--- src/rtl/pv_pkg.sv ---
package pv_pkg;
  typedef enum logic [1:0] {
    ST_IDLE  = 2'd0,
    ST_PULSE = 2'd1,
    ST_READ  = 2'd2,
    ST_CHECK = 2'd3
  } pv_state_e;
endpackage

--- src/rtl/pv_pulse_ctr.sv ---
module pv_pulse_ctr #(
  parameter int MAX_PULSES = 4,
  localparam int CNT_W = $clog2(MAX_PULSES + 1)
) (
  input  logic             clk,
  input  logic             rst,
  input  logic             clr_i,
  input  logic             inc_i,
  output logic [CNT_W-1:0] cnt_o,
  output logic             at_max_o
);
  localparam logic [CNT_W-1:0] LIMIT = CNT_W'(MAX_PULSES);

  always_ff @(posedge clk) begin
    if (rst)        cnt_o <= '0;
    else if (clr_i) cnt_o <= '0;
    else if (inc_i && cnt_o != LIMIT) cnt_o <= cnt_o + 1'b1;
  end

  assign at_max_o = (cnt_o == LIMIT);

  AST_CNT_BOUND: assert property (@(posedge clk) disable iff (rst)
    cnt_o <= LIMIT);
  AST_CNT_RESTART: assert property (@(posedge clk) disable iff (rst)
    clr_i |=> (cnt_o == '0));
endmodule

--- src/rtl/pv_verify_cmp.sv ---
module pv_verify_cmp #(
  parameter int DATA_W = 32
) (
  input  logic              clk,
  input  logic              rst,
  input  logic              load_i,
  input  logic              erase_i,
  input  logic [DATA_W-1:0] wdata_i,
  input  logic              sample_i,
  input  logic [DATA_W-1:0] rd_data_i,
  output logic              match_o
);
  logic [DATA_W-1:0] expect_q;

  always_ff @(posedge clk) begin
    if (rst) begin
      expect_q <= '0;
      match_o  <= 1'b0;
    end else begin
      if (load_i) begin
        expect_q <= erase_i ? {DATA_W{1'b1}} : wdata_i;
        match_o  <= 1'b0;
      end else if (sample_i) begin
        match_o <= (rd_data_i == expect_q);
      end
    end
  end

  AST_ERASE_ONES: assert property (@(posedge clk) disable iff (rst)
    (load_i && erase_i) |=> (expect_q == {DATA_W{1'b1}}));
endmodule

--- src/rtl/pv_err_flag.sv ---
module pv_err_flag (
  input  logic clk,
  input  logic rst,
  input  logic set_i,
  input  logic clr_i,
  output logic err_o
);
  always_ff @(posedge clk) begin
    if (rst)        err_o <= 1'b0;
    else if (set_i) err_o <= 1'b1;
    else if (clr_i) err_o <= 1'b0;
  end

  AST_ERR_STICKY: assert property (@(posedge clk) disable iff (rst)
    (err_o && !clr_i) |=> err_o);
  AST_ERR_CLEAR: assert property (@(posedge clk) disable iff (rst)
    (clr_i && !set_i) |=> !err_o);
endmodule

--- src/rtl/pv_retry_seq.sv ---
module pv_retry_seq #(
  parameter int DATA_W     = 32,
  parameter int MAX_PULSES = 4,
  localparam int CNT_W     = $clog2(MAX_PULSES + 1)
) (
  input  logic              clk,
  input  logic              rst,
  input  logic              start_i,
  input  logic              op_erase_i,
  input  logic [DATA_W-1:0] wdata_i,
  input  logic              clr_err_i,
  output logic              pulse_req_o,
  input  logic              pulse_ack_i,
  output logic              rd_req_o,
  input  logic              rd_valid_i,
  input  logic [DATA_W-1:0] rd_data_i,
  output logic              busy_o,
  output logic              done_o,
  output logic              err_o
);
  import pv_pkg::*;

  pv_state_e        state_q;
  logic             accept;
  logic             pulse_done;
  logic             read_done;
  logic             match;
  logic             at_max;
  logic             fail_end;
  logic [CNT_W-1:0] pulse_cnt;

  assign accept     = (state_q == ST_IDLE) && start_i;
  assign pulse_done = (state_q == ST_PULSE) && pulse_ack_i;
  assign read_done  = (state_q == ST_READ) && rd_valid_i;
  assign fail_end   = (state_q == ST_CHECK) && !match && at_max;

  pv_pulse_ctr #(.MAX_PULSES(MAX_PULSES)) u_ctr (
    .clk(clk), .rst(rst), .clr_i(accept), .inc_i(pulse_done),
    .cnt_o(pulse_cnt), .at_max_o(at_max)
  );

  pv_verify_cmp #(.DATA_W(DATA_W)) u_cmp (
    .clk(clk), .rst(rst), .load_i(accept), .erase_i(op_erase_i),
    .wdata_i(wdata_i), .sample_i(read_done), .rd_data_i(rd_data_i),
    .match_o(match)
  );

  pv_err_flag u_err (
    .clk(clk), .rst(rst), .set_i(fail_end), .clr_i(clr_err_i), .err_o(err_o)
  );

  always_ff @(posedge clk) begin
    if (rst) begin
      state_q     <= ST_IDLE;
      pulse_req_o <= 1'b0;
      rd_req_o    <= 1'b0;
      done_o      <= 1'b0;
      busy_o      <= 1'b0;
    end else begin
      done_o <= 1'b0;
      case (state_q)
        ST_IDLE: if (start_i) begin
          state_q     <= ST_PULSE;
          pulse_req_o <= 1'b1;
          busy_o      <= 1'b1;
        end
        ST_PULSE: if (pulse_ack_i) begin
          state_q     <= ST_READ;
          pulse_req_o <= 1'b0;
          rd_req_o    <= 1'b1;
        end
        ST_READ: if (rd_valid_i) begin
          state_q  <= ST_CHECK;
          rd_req_o <= 1'b0;
        end
        ST_CHECK: if (match || at_max) begin
          state_q <= ST_IDLE;
          done_o  <= 1'b1;
          busy_o  <= 1'b0;
        end else begin
          state_q     <= ST_PULSE;
          pulse_req_o <= 1'b1;
        end
        default: state_q <= ST_IDLE;
      endcase
    end
  end

  AST_REQ_EXCL: assert property (@(posedge clk) disable iff (rst)
    !(pulse_req_o && rd_req_o));
  AST_PULSE_HOLD: assert property (@(posedge clk) disable iff (rst)
    (pulse_req_o && !pulse_ack_i) |=> pulse_req_o);
  AST_VERIFY_AFTER_PULSE: assert property (@(posedge clk) disable iff (rst)
    (pulse_req_o && pulse_ack_i) |=> rd_req_o);
  AST_DONE_SINGLE: assert property (@(posedge clk) disable iff (rst)
    done_o |=> !done_o);
  AST_START_PULSE: assert property (@(posedge clk) disable iff (rst)
    (!busy_o && start_i) |=> pulse_req_o);
  AST_FAIL_FLAG: assert property (@(posedge clk) disable iff (rst)
    fail_end |=> (err_o && done_o));
endmodule

--- config.mk ---
export PLATFORM = sky130hd
export DESIGN_NAME = pv_retry_seq
export DESIGN_NICKNAME = d
export VERILOG_FILES = /design/src/rtl/pv_pkg.sv /design/src/rtl/pv_pulse_ctr.sv /design/src/rtl/pv_verify_cmp.sv /design/src/rtl/pv_err_flag.sv /design/src/rtl/pv_retry_seq.sv
export SDC_FILE = /design/constraint.sdc
export NUM_CORES = 1
export LEC_CHECK = 0
export CAP_MARGIN = 30
export CORE_MARGIN = 8
export CORE_UTILIZATION = 33
export DETAILED_ROUTE_END_ITERATION = 8
export GPL_ROUTABILITY_DRIVEN = 0
export GPL_TIMING_DRIVEN = 0
export HOLD_SLACK_MARGIN = 0.08
export PLACE_DENSITY = 0.6
export SLEW_MARGIN = 20
export SYNTH_ARGS = -nofsm -noshare
export SYNTH_HDL_FRONTEND = slang
export SYNTH_SLANG_ARGS = --single-unit
--- constraint.sdc ---
create_clock -name clk -period 5 [get_ports clk]
set_input_delay 0.5 -clock clk [delete_from_list [all_inputs] [get_ports clk]]
set_output_delay 0.5 -clock clk [all_outputs]
set_load 0.03 [all_outputs]
==> impl_metrics.csv <==
group,metric,value,unit
layout,fillCellCount,633,
layout,stdcell_area,2990,um^2
die,core,6200,um^2
setup_path,required,5.23,ns
power,fin_total_pwr,1.20,mW
yosys,synth_seq_area_share,0.416,
timing,finalSetupTns,0,ns
setup_path,worstSetupPathType,"register to register",
setup_path,crit_arrival,2.21,ns
layout,drive_gt1_frac,0.0331,
yosys,avgSynthCellArea,8.28,um^2
timing,skew,0.00807,ns
layout,synthToLayoutAreaGrowth,44.5,%
clock_network,cts_made_buffers,5,
power,p_per_area,401,nW/um^2
clock_network,clock_path_buffers,2,
yosys,synth_cells,250,
timing,fmax,505,MHz
clock_network,tritoncts,"done",
placement,placed_area,2910,um^2
setup_path,crit_slowest_cell,"or4_1",
timing,period_minus_slack,1.98,ns
timing,final_hold_viol_count,0,
setup_path,cpPeakStageDelay,0.46,ns
route,drc,0,
timing,slew_violations,0,
layout,multi_input_area,1130,um^2
route,dr.pass1.iters,4,
die,dieWidth,95.2,um
die,initial_core_util,0.334,
yosys,synthMuxAreaShare,0.00967,
setup_path,r2r_start,"state_q[1]",
setup_path,cp-start-kind,"register",
yosys,yosys.area_share.xor_xnor,0.144,
placement,hpwl,4750,um
clock_network,cts_hold_buf,0,
min_path,min_to,"rd_req_o",
layout,num-nets-final,409,
clock_network,clkSinkCount,43,
yosys,netlist_area,2070,um^2
yosys,synthSimpleGateAreaFrac,0.308,
yosys,synth_cell_type_count,32,
setup_path,rr_worst_depth,8,
route,routedWlPerCell,14.2,um
die,die_area,9070,um^2
min_path,whs_path_depth,2,
clock_network,cts_resized,0,
yosys,syn_nets,328,
grt,grt.total_usage,0.131,
setup_path,r2r-end,"u_cmp.match_o",
setup_path,path_buf_inv,2,
yosys,synth_top_family_by_area,"simple AND/OR/NAND/NOR gates",
layout,antenna_cells,0,
timing,tightest_slew,0.556,ns
grt,antenna_found_initial,0,
die,ios,76,
timing,period_share,0.396,
route,drt_wl_total,5820,um
yosys,synth_compound_area_frac,0.0417,
route,drt-initial-drc-count,51,
route,avgViaCountPerCell,4.74,
clock_network,insertion_delay,0.29,ns
yosys,async_flop_share,0,
die,die_h,95.2,um
setup_path,r2r_slack,3.02,ns
status,status,"complete, no violations",
yosys,synth_edf_count,0,
yosys,synth_ff_type,"dfxtp_1",
setup_path,cp_cell_sequence,"inv_1 -> ha_1 -> and2_1 -> buf_2 -> nor2_1 -> nand4_1 -> or4_1 -> o21ai_1",
run,max_cap_violations,0,
route,ant_nets,0,
clock_network,postCtsSetupBuffers,0,
yosys,ys_ff_latch,43,
route,num_vias,1938,
power,max-vdd-ir-drop,0.000246,V
yosys,synth_fa_ha_area_frac,0.0423,
setup_path,crit_fanout,10,
yosys,yosysWarnings,0,
layout,regArea,861,um^2
setup_path,crit_family,"simple AND/OR/NAND/NOR gates",
min_path,hp-class,"register to register",
power,leakage,1.10,nW
clock_network,h-tree-depth,2,
grt,grt_first_pass_wirelength,9320,um
timing,setup_violations,0,
layout,layout_common_cells,"clkdlybuf4s50_1, nor3_1, dfxtp_1, nor2_1, xor2_1",
clock_network,cts_root_buffer,"clkbuf_8",
min_path,hold_start,"rd_req_o",
clock_network,path_clk_slew,0.08,ns
placement,port-buffer-count,74,
timing,rsz0062_at_grt,"false",
layout,final_common_cell,"clkdlybuf4s50_1",
setup_path,end_kind,"register",
grt,grt-ovfl-total,0,
die,fp-row-count,29,
grt,grt_max_degree,14,
timing,relSlewSlack,0.629,
grt,grt_pass1_vias,2032,
## tightest hold or removal path: cells and delay by family, from the launching register on
| kind | cells | cell delay [ns] |
|---|---|---|
| flops | 1 | 0.33 |
| simple gates | 1 | 0.06 |
| compound gates | 1 | 0.05 |
## per-layer routing
| layer | wire length, um | vias to the layer above | global-route usage |
|---|---|---|---|
| li1 | - | 1016 | - |
| met1 | 2540 | 858 | 0.162 |
| met2 | 2790 | 59 | 0.215 |
| met3 | 441 | 5 | 0.0417 |
| met4 | 45 | 0 | 0.0312 |
| met5 | 0 | - | 0 |
## power breakdown
part / leakage [nW] / internal, mW / total (mW) / switching [mW]
registers: 0.356 / 0.435 / 0.499 / 0.0634
logic: 0.699 / 0.226 / 0.485 / 0.258
clock network: 0.0412 / 0.0978 / 0.216 / 0.119
total: 1.10 / 0.759 / 1.20 / 0.440
## flip-flops by register name, indices dropped and copies added, names as in the netlist
register and cells:
pulse_req_o 1, u_ctr.cnt_o 3, u_cmp.match_o 1, done_o 1
busy_o 1, state_q 2, u_cmp.expect_q 32, rd_req_o 1
u_err.err_o 1
## cells in the mapped netlist, types with 2 or more instances
cell | n | area (um^2)
inv_1 | 6 | 22.5
xnor2_1 | 15 | 131
o21ai_1 | 3 | 15.0
and2_1 | 2 | 12.5
buf_1 | 3 | 11.3
nor2b_1 | 3 | 18.8
dfxtp_1 | 43 | 861
a21oi_1 | 4 | 20.0
nor3_1 | 68 | 340
nand4_1 | 4 | 25.0
nor2_1 | 36 | 135
xor2_1 | 19 | 166
nand2_1 | 6 | 22.5
nor4_1 | 3 | 18.8
ha_1 | 7 | 87.6
mux2i_1 | 2 | 20.0
clkbuf_1 | 11 | 41.3
## worst max-delay path by stage
stage	to	from	slack [ns]	cells past startpoint
6_report	u_cmp.match_o	state_q[1]	3.02	8
5_1_grt	u_cmp.match_o	state_q[0]	2.91	8
4_1_cts	u_cmp.match_o	state_q[1]	2.97	8
3_5_place_dp	u_cmp.match_o	start_i	2.73	7
3_3_place_gp	u_cmp.match_o	start_i	2.76	7
2_1_floorplan	u_cmp.match_o	state_q[1]	3.32	8
## area by class of cell
type	count	area share
tap	77	0.0322
multi-input combinational	186	0.378
timing repair buffer	74	0.247
inverter	6	0.00753
clock buffer	6	0.0242
buffer	15	0.0192
sequential	43	0.288
clock inverter	2	0.00418
## logic make-up after synthesis
| kind of cell | after synthesis |
|---|---|
| compound gates | 14 |
| xor+xnor | 34 |
| fa+ha+maj | 7 |
| buf+inv | 21 |
| flops | 43 |
| mux | 2 |
| simple gates | 129 |
## stage by stage
stage	std cells	util	hold slack (ns)	setup WS, ns
floorplan	250	-	0.450	3.32
global placement	401	0.469	0.458	2.76
detailed placement	401	0.469	0.476	2.73
CTS	409	0.482	0.484	2.97
global route	409	0.482	0.511	2.91
finish	409	0.482	0.486	3.02
No activity file was read; power rests on OpenSTA's default activity.
